`config.mk`:
```
export PLATFORM = sky130hd
export DESIGN_NAME = gpx_port
export DESIGN_NICKNAME = d
export VERILOG_FILES = /design/src/rtl/gpx_pkg.sv /design/src/rtl/gpx_port_decode.sv /design/src/rtl/gpx_pin_cell.sv /design/src/rtl/gpx_bank.sv /design/src/rtl/gpx_port.sv
export SDC_FILE = /design/constraint.sdc
export NUM_CORES = 1
export LEC_CHECK = 0
export CAP_MARGIN = 25
export CORE_UTILIZATION = 45
export DETAILED_ROUTE_END_ITERATION = 10
export PLACE_DENSITY = 0.77
export SYNTH_ARGS = -nofsm -noshare
export SYNTH_HDL_FRONTEND = slang
export SYNTH_SLANG_ARGS = --single-unit
```
`constraint.sdc`:
```
create_clock -name clk -period 4.44 [get_ports clk]
set_input_delay 1.332 -clock clk [delete_from_list [all_inputs] [get_ports clk]]
set_output_delay 1.332 -clock clk [all_outputs]
set_load 0.01 [all_outputs]
```
`src/rtl/gpx_pkg.sv`:
```
package gpx_pkg;

  typedef struct packed {
    logic alt;
    logic inv;
    logic is_in;
  } pin_cfg_t;

  localparam pin_cfg_t CFG_RESET = '{alt: 1'b0, inv: 1'b0, is_in: 1'b1};

  localparam int unsigned CFG_IN_BIT  = 0;
  localparam int unsigned CFG_INV_BIT = 1;
  localparam int unsigned CFG_ALT_BIT = 3;

  function automatic logic [7:0] index_port_addr(input logic [1:0] sel);
    case (sel)
      2'd0:    return 8'hE0;
      2'd1:    return 8'hE2;
      2'd2:    return 8'hE4;
      default: return 8'hEA;
    endcase
  endfunction

endpackage

```
`src/rtl/gpx_port_decode.sv`:
```
module gpx_port_decode #(
  parameter int unsigned AW = 8,
  parameter int unsigned DW = 8
) (
  input  logic          clk,
  input  logic          rst_n,
  input  logic [1:0]    port_sel,
  input  logic          port_en,
  input  logic [AW-1:0] io_addr,
  input  logic          io_wr,
  input  logic          io_rd,
  input  logic [DW-1:0] io_wdata,
  output logic [DW-1:0] idx_q,
  output logic          data_wr,
  output logic          data_rd,
  output logic          index_rd
);
  import gpx_pkg::*;

  logic [AW-1:0] idx_addr;
  logic [AW-1:0] dat_addr;
  logic          hit_idx;
  logic          hit_dat;

  always_comb begin
    idx_addr = AW'(index_port_addr(port_sel));
    dat_addr = idx_addr + AW'(1);
    hit_idx  = port_en && (io_addr == idx_addr);
    hit_dat  = port_en && (io_addr == dat_addr);
  end

  always_ff @(posedge clk or negedge rst_n) begin
    if (!rst_n)
      idx_q <= '0;
    else if (io_wr && hit_idx)
      idx_q <= io_wdata;
  end

  assign data_wr  = io_wr && hit_dat;
  assign data_rd  = io_rd && hit_dat;
  assign index_rd = io_rd && hit_idx;

endmodule

```
`src/rtl/gpx_pin_cell.sv`:
```
module gpx_pin_cell (
  input  logic       clk,
  input  logic       rst_n,
  input  logic       cfg_we,
  input  logic [7:0] cfg_wdata,
  input  logic       dat_we,
  input  logic       dat_bit,
  input  logic       pad_in,
  input  logic       alt_out,
  input  logic       alt_oe,
  output logic       pad_out,
  output logic       pad_oe,
  output logic       rd_bit,
  output logic       is_alt,
  output logic       is_in
);
  import gpx_pkg::*;

  pin_cfg_t cfg_q;
  logic     latch_q;

  always_ff @(posedge clk or negedge rst_n) begin
    if (!rst_n) begin
      cfg_q <= CFG_RESET;
    end else if (cfg_we) begin
      cfg_q.is_in <= cfg_wdata[CFG_IN_BIT];
      cfg_q.inv   <= cfg_wdata[CFG_INV_BIT];
      cfg_q.alt   <= cfg_wdata[CFG_ALT_BIT];
    end
  end

  always_ff @(posedge clk or negedge rst_n) begin
    if (!rst_n)
      latch_q <= 1'b0;
    else if (dat_we)
      latch_q <= dat_bit;
  end

  always_comb begin
    if (cfg_q.alt) begin
      pad_out = alt_out;
      pad_oe  = alt_oe;
      rd_bit  = pad_in;
    end else begin
      pad_out = latch_q ^ cfg_q.inv;
      pad_oe  = !cfg_q.is_in;
      rd_bit  = cfg_q.is_in ? (pad_in ^ cfg_q.inv) : latch_q;
    end
  end

  assign is_alt = cfg_q.alt;
  assign is_in  = cfg_q.is_in;

endmodule

```
`src/rtl/gpx_bank.sv`:
```
module gpx_bank #(
  parameter int unsigned      N        = 8,
  parameter int unsigned      DW       = 8,
  parameter logic [7:0]       CFG_BASE = 8'hE0,
  parameter logic [7:0]       DIDX     = 8'h01
) (
  input  logic          clk,
  input  logic          rst_n,
  input  logic          cfg_wr,
  input  logic [7:0]    cfg_idx,
  input  logic [7:0]    cfg_data,
  input  logic          data_wr,
  input  logic [DW-1:0] idx_q,
  input  logic [DW-1:0] io_wdata,
  input  logic [N-1:0]  pad_in,
  input  logic [N-1:0]  alt_out,
  input  logic [N-1:0]  alt_oe,
  output logic [N-1:0]  pad_out,
  output logic [N-1:0]  pad_oe,
  output logic [N-1:0]  alt_vec,
  output logic [N-1:0]  in_vec,
  output logic [DW-1:0] rd_byte,
  output logic          sel_hit
);
  logic [N-1:0] rd_bits;
  logic         bank_we;

  assign sel_hit = (idx_q == DW'(DIDX));
  assign bank_we = data_wr && sel_hit;

  for (genvar i = 0; i < N; i++) begin : g_pin
    logic cfg_we_i;
    assign cfg_we_i = cfg_wr && (cfg_idx == 8'(CFG_BASE + 8'(i)));

    gpx_pin_cell u_cell (
      .clk      (clk),
      .rst_n    (rst_n),
      .cfg_we   (cfg_we_i),
      .cfg_wdata(cfg_data),
      .dat_we   (bank_we),
      .dat_bit  (io_wdata[i]),
      .pad_in   (pad_in[i]),
      .alt_out  (alt_out[i]),
      .alt_oe   (alt_oe[i]),
      .pad_out  (pad_out[i]),
      .pad_oe   (pad_oe[i]),
      .rd_bit   (rd_bits[i]),
      .is_alt   (alt_vec[i]),
      .is_in    (in_vec[i])
    );
  end

  if (N < DW) begin : g_pad_zero
    assign rd_byte = {{(DW-N){1'b0}}, rd_bits};
  end else begin : g_full
    assign rd_byte = rd_bits;
  end

endmodule

```
`src/rtl/gpx_port.sv`:
```
module gpx_port #(
  parameter int unsigned G0_N   = 8,
  parameter int unsigned G1_N   = 6,
  parameter int unsigned G2_N   = 8,
  parameter logic [7:0]  G0_CFG = 8'hE0,
  parameter logic [7:0]  G1_CFG = 8'hE8,
  parameter logic [7:0]  G2_CFG = 8'hF5,
  parameter int unsigned NPIN   = G0_N + G1_N + G2_N
) (
  input  logic            clk,
  input  logic            rst_n,
  input  logic [1:0]      port_sel,
  input  logic            port_en,
  input  logic [7:0]      io_addr,
  input  logic            io_wr,
  input  logic            io_rd,
  input  logic [7:0]      io_wdata,
  output logic [7:0]      io_rdata,
  input  logic            cfg_wr,
  input  logic [7:0]      cfg_idx,
  input  logic [7:0]      cfg_data,
  input  logic [NPIN-1:0] pad_in,
  output logic [NPIN-1:0] pad_out,
  output logic [NPIN-1:0] pad_oe,
  input  logic [NPIN-1:0] alt_out,
  input  logic [NPIN-1:0] alt_oe,
  output logic [NPIN-1:0] alt_in
);
  localparam int unsigned NBANK = 3;
  localparam int unsigned DW    = 8;
  localparam int unsigned BANK_N   [NBANK] = '{G0_N, G1_N, G2_N};
  localparam int unsigned BANK_OFF [NBANK] = '{0, G0_N, G0_N + G1_N};
  localparam logic [7:0]  BANK_CFG [NBANK] = '{G0_CFG, G1_CFG, G2_CFG};

  logic [DW-1:0]   idx_q;
  logic            data_wr;
  logic            data_rd;
  logic            index_rd;
  logic [DW-1:0]   bank_rd  [NBANK];
  logic [NBANK-1:0] bank_hit;
  logic [NPIN-1:0] alt_vec;
  logic [NPIN-1:0] in_vec;
  logic [DW-1:0]   data_mux;

  gpx_port_decode #(.AW(8), .DW(DW)) u_dec (
    .clk     (clk),
    .rst_n   (rst_n),
    .port_sel(port_sel),
    .port_en (port_en),
    .io_addr (io_addr),
    .io_wr   (io_wr),
    .io_rd   (io_rd),
    .io_wdata(io_wdata),
    .idx_q   (idx_q),
    .data_wr (data_wr),
    .data_rd (data_rd),
    .index_rd(index_rd)
  );

  for (genvar g = 0; g < NBANK; g++) begin : g_bank
    localparam int unsigned LO = BANK_OFF[g];
    localparam int unsigned BN = BANK_N[g];
    gpx_bank #(
      .N       (BN),
      .DW      (DW),
      .CFG_BASE(BANK_CFG[g]),
      .DIDX    (8'(g + 1))
    ) u_bank (
      .clk     (clk),
      .rst_n   (rst_n),
      .cfg_wr  (cfg_wr),
      .cfg_idx (cfg_idx),
      .cfg_data(cfg_data),
      .data_wr (data_wr),
      .idx_q   (idx_q),
      .io_wdata(io_wdata),
      .pad_in  (pad_in [LO +: BN]),
      .alt_out (alt_out[LO +: BN]),
      .alt_oe  (alt_oe [LO +: BN]),
      .pad_out (pad_out[LO +: BN]),
      .pad_oe  (pad_oe [LO +: BN]),
      .alt_vec (alt_vec[LO +: BN]),
      .in_vec  (in_vec [LO +: BN]),
      .rd_byte (bank_rd[g]),
      .sel_hit (bank_hit[g])
    );
  end

  always_comb begin
    data_mux = '0;
    for (int g = 0; g < NBANK; g++)
      if (bank_hit[g]) data_mux = bank_rd[g];
  end

  always_ff @(posedge clk or negedge rst_n) begin
    if (!rst_n)
      io_rdata <= '0;
    else if (index_rd)
      io_rdata <= idx_q;
    else if (data_rd)
      io_rdata <= data_mux;
    else
      io_rdata <= '0;
  end

  assign alt_in = pad_in;

endmodule

```
# Word-level counts from Yosys, hierarchy flattened
# Cells that the tools add are included.
word_totals:
  ff_bits: 104
  out_inout_bits: 74
classes:
  reduce_logical: 54
  bitwise: 44
  eq_ne: 29
  n_addsub: 1
  n_mux: 94
ops:
  columns: ["cell", "n"]
  rows:
  - ["$eq 8x8->1 const B", 22]
  - ["$mux 1", 88]
  - ["$xor 1x1->1", 44]
  - ["$mux 8", 5]
  - ["$logic_and 1x1->1", 31]
  - ["$logic_not 1->1", 22]
  - ["$eq 8x2->1 const B", 2]
  - ["$eq 8x8->1", 2]
  - ["$pmux 4 s3", 1]
  - ["$eq 8x1->1 const B", 1]
  - ["$add 6x2->7 const B", 1]
  - ["$eq 2x1->1 const B", 1]
  - ["$eq 2x2->1 const B", 1]
  - ["$logic_not 2->1", 1]

# Longest topological paths before layout
depth:
  depth_word: 8
  depth_mapped: 7
  depth_no_buf: 5

# Hierarchy
# From an unflattened synthesis, not the netlist that was laid out.
hier_totals:
  hier_cells: 532
  hier_area_um2: 5836.8
modules_own_cells:
  columns: ["module", "cells_each", "area_per_inst_um2", "instances"]
  rows:
  - ["gpx_pin_cell", 17, 201.4, 22]
  - ["gpx_port", 69, 604.3, 1]
  - ["gpx_port_decode", 29, 409.1, 1]
  - ["gpx_bank at g_bank[2].u_bank", 22, 140.1, 1]
  - ["gpx_bank at g_bank[1].u_bank", 19, 136.4, 1]
  - ["gpx_bank at g_bank[0].u_bank", 19, 115.1, 1]

# Least setup slack after synthesis
# Ideal clock, no wire load.
synth_path:
  path_type: "input port to output port"
  from: "input port alt_oe[6]"
  to: "output port pad_oe[6]"
  n_path_buf: 1
  stages: 3
  arrival_time_ps: 1592
  path_slack_ps: 1516
  path_cell_list: "inv_1 -> mux2i_1 -> buf_4"
synth_between:
  elab_chain_cells: 1
synth_rtl:
  columns: ["element", "line", "text"]
  rows:
  - ["start, declared", "gpx_port.sv:26", "input logic [NPIN-1:0] alt_oe,"]
  - ["$mux 1", "gpx_pin_cell.sv:40", "if (cfg_q.alt) begin"]
  - ["end, declared", "gpx_port.sv:24", "output logic [NPIN-1:0] pad_oe,"]
# No other way between the ends.

# Final worst setup path
layout_path:
  from: "input port alt_oe[10]"
  to: "output port pad_oe[10]"
# The elaborated chain is that of the path after synthesis.

==> summary.md <==
| Metric | Value |
|---|---|
| Status | completed |
| Crit path max fanout | 1 |
| CP endpoint kind | output pin |
| Largest net degree at the start of global routing | 90 |
| CP max stage delay | 600 ps |
| Post-synthesis sequential area ratio | 0.434 |
| Maximum root-to-sink buffer count | 2 |
| Post-CTS setup buffers | 0 |
| Gr usage total | 0.227 |
| Syn Nets | roughly 690 |
| DR WL met2 | around 7400 um |
| Number of synthesized flops with an enable pin | 0 |
| Final Cell Area | between 7000 and 8000 sq um |
| Cell family with most CP delay | buffers and inverters |
| M1 WL | 6500 um |
| Total wire length | approximately 15000 um |
| Core footprint | around 13000 sq um |
| Clock Latency Late Sink | 340 ps |
| Crit path kind | in2out |
| Max IR drop VDD | around 0.22 mV |
| Ys async rst share | 1.00 |
| Fraction of the cycle the final worst path needs | 0.877 |
| Synthesis-to-layout area growth | 28.8% |
| Relative slew margins | 0.293 |
| Starting density of the core | 0.460 |
| DR vias | 4683 |
| Gpl congestion | between 0.8 and 0.9 |
| CTS root buf | clkbuf_16 |
| DP HPWL | between 10000 and 15000 um |
| Max Freq | 257 MHz |
| Post-CTS Resized | 0 |
| Initial antenna violation count | 0 |
| Antenna Nets Post-Route | 0 |
| TritonCTS clock tree | built |
| Initial DRC count | roughly 270 |
| Number of hold buffers added after cts | 0 |
| Min cycle time layout | just under 4000 ps |
| Max layer used | met4 |
| First-pass GRT wire length | approximately 24000 um |
| Finished Core Util | 0.592 |
| Diodes inserted | 0 |
| Number of H-tree levels | 3 |
| Placed Area | between 7000 and 8000 sq um |
| DRC | 0 |
| Cell leakage power | 3.20 nW |
| Port Buffer Count | ~170 |
| Synth warnings | 0 |
| Max-cap violations | 0 |
| Overflow left after global routing | 0 |
| Die ar. | about 14000 sq um |
| WP data arrival | approximately 2600 ps |
| CP bufs+invs | 2 |
| Rows | between 40 and 50 |
| Pwr Density | roughly 280 nW/um^2 |
| DR WL met3 | roughly 940 um |
| WL/cell | 17.4 um |
| Synth Cell Area | 6070 sq um |
| Clock skew | between 5 and 6 ps |
| RSZ-0062 raised after global routing | no |
| Syn Area/Cell | between 10 and 15 sq um |
| Actual slew at the worst max-slew pin | 1060 ps |
| Fin. max-slew vios | 0 |
| DRT Pass-1 Iters | 4 |
| Io pins | between 150 and 200 |
| Die width | around 120 um |
| Slowest CP cell | clkdlybuf4s50_1 |
| CP Launch Type | input port |
| Setup violations, final | 0 |
| CTS sink cnt | roughly 100 |
| Fraction of final layout cells sized beyond drive strength 1 | 0.209 |
| Die Ht | roughly 120 um |
| Worst Hold Class | reg2reg |
| Syn Inst Count | 580 |
| Nets | 796 |
| Critical Path RT | between 3000 and 4000 ps |
| Hold Fails Final Rpt | 0 |
| Yosys reg bits | about 100 |
| Distinct cell type count after synthesis | between 40 and 50 |
| CP dominant cell by count | clkdlybuf4s50_1 |
| TritonCTS buffer count | 9 |
| Setup TNS | 0 ps |
| Via density | 5.38 |
| Vias in the first global route | between 4000 and 5000 |
| Worst-path clk slew | ~70 ps |
| Crit-path cells | clkdlybuf4s50_1, nand2_1, o21ai_0, clkdlybuf4s50_1 |
| Main synth FF type | dfrtp_1 |
[cell families after synthesis]
kind of cell | share of synthesized area
AOI/OAI and AO/OA | 0.119
xor gates and xnor gates | 0.0332
buffers and inverters | 0.106
DFF | 0.434
muxes | 0.195
and+or+nand+nor | 0.114
[cell usage after synthesis, drive strengths merged, types with 5 or more instances]
cell | instances | area [sq um]
nor2 | 25 | 93.8
clkbuf | 8 | 30.0
nand2b | 5 | 31.3
nor2b | 9 | 56.3
xnor2 | 23 | 201
o311a | 6 | 60.1
dfstp | 22 | 578
inv | 23 | 86.3
nand4b | 6 | 52.6
nor3 | 8 | 51.3
a31oi | 11 | 68.8
o21a | 5 | 37.5
o221ai | 8 | 70.1
mux2 | 96 | 1140
a21oi | 22 | 110
dfrtp | 82 | 2050
nand2 | 54 | 203
o2bb2ai | 8 | 70.1
and3 | 6 | 38.8
o21ai | 52 | 264
buf | 70 | 528
nand3 | 6 | 35.0
[worst paths after layout]
kind                                             from                                              endpoint  slack [ps]  cells after the start
setup / recovery                           alt_oe[10]                                            pad_oe[10]         550                      4
hold / removal             u_dec.idx_q[2]$_DFFE_PN0P_                                 io_rdata[2]$_DFF_PN0_         550                      1
setup reg to reg           u_dec.idx_q[1]$_DFFE_PN0P_  g_bank[0].u_bank.g_pin[4].u_cell.latch_q$_DFFE_PN0P_        2010                      4
hold reg to reg            u_dec.idx_q[2]$_DFFE_PN0P_                                 io_rdata[2]$_DFF_PN0_         550                      1
max in group asynchronous                       rst_n    g_bank[1].u_bank.g_pin[1].u_cell.is_in$_DFFE_PN1P_        2770                      2
min in group asynchronous                       rst_n  g_bank[0].u_bank.g_pin[7].u_cell.latch_q$_DFFE_PN0P_         980                      1
[sequential cells by signal (all words and copies together), names as in the netlist]
signal,count
u_dec.idx_q,8
g_bank.u_bank.g_pin.u_cell.is_alt,22
g_bank.u_bank.g_pin.u_cell.is_in,22
g_bank.u_bank.g_pin.u_cell.latch_q,22
io_rdata,8
g_bank.u_bank.g_pin.u_cell.cfg_q,22
[through the flow]
step	total power, W	setup WS, ps	cells	hold WS [ps]
after global placement	0.00138	536	854	508
final	0.00217	545	871	547
after floorplan	0.00121	1520	580	473
after global routing	0.00226	452	871	573
after detailed placement	0.00139	536	854	525
after CTS	0.00219	536	870	543
[layer usage]
| layer | vias up | GRT usage |
|---|---|---|
| met5 | - | 0 |
| met4 | 0 | 0.0825 |
| met3 | 21 | 0.0460 |
| met2 | 155 | 0.380 |
| met1 | 2283 | 0.291 |
| li1 | 2224 | - |
[where the power goes]
group	internal (W)	total, W	switching (W)
registers	0.000986	0.00103	0.0000425
logic	0.000207	0.000346	0.000139
clock network	0.000442	0.000799	0.000357
[layout by cell type, fill, tap and decap left out, types with 6 or more instances in the layout]
cell type / synthesis / routed
o221ai_1: 8 / 8
o311a_1: 6 / 6
mux2_2: 80 / 80
clkbuf_16: 0 / 9
o21ai_0: 51 / 51
nor2b_1: 9 / 9
nand2_1: 54 / 54
o2bb2ai_1: 8 / 8
mux2_4: 16 / 16
inv_1: 23 / 23
dfstp_2: 22 / 22
xnor2_1: 23 / 23
nor2_1: 25 / 25
a31oi_1: 11 / 11
dfrtp_1: 82 / 82
clkdlybuf4s50_1: 0 / 173
nand4b_1: 6 / 6
a21oi_1: 22 / 22
nor3_1: 7 / 7
[cell type report]
cell class / instances / area (sq um)
Tap cell: 176 / 220
Sequential cell: 104 / 2630
Clock inverter: 7 / 77.6
Multi-Input combinational cell: 375 / 2790
Fill cell: 1077 / 5380
Timing Repair Buffer: 177 / 1780
Clock buffer: 9 / 225
Inverter: 23 / 86.3
No activity file was read; power rests on OpenSTA's default activity.
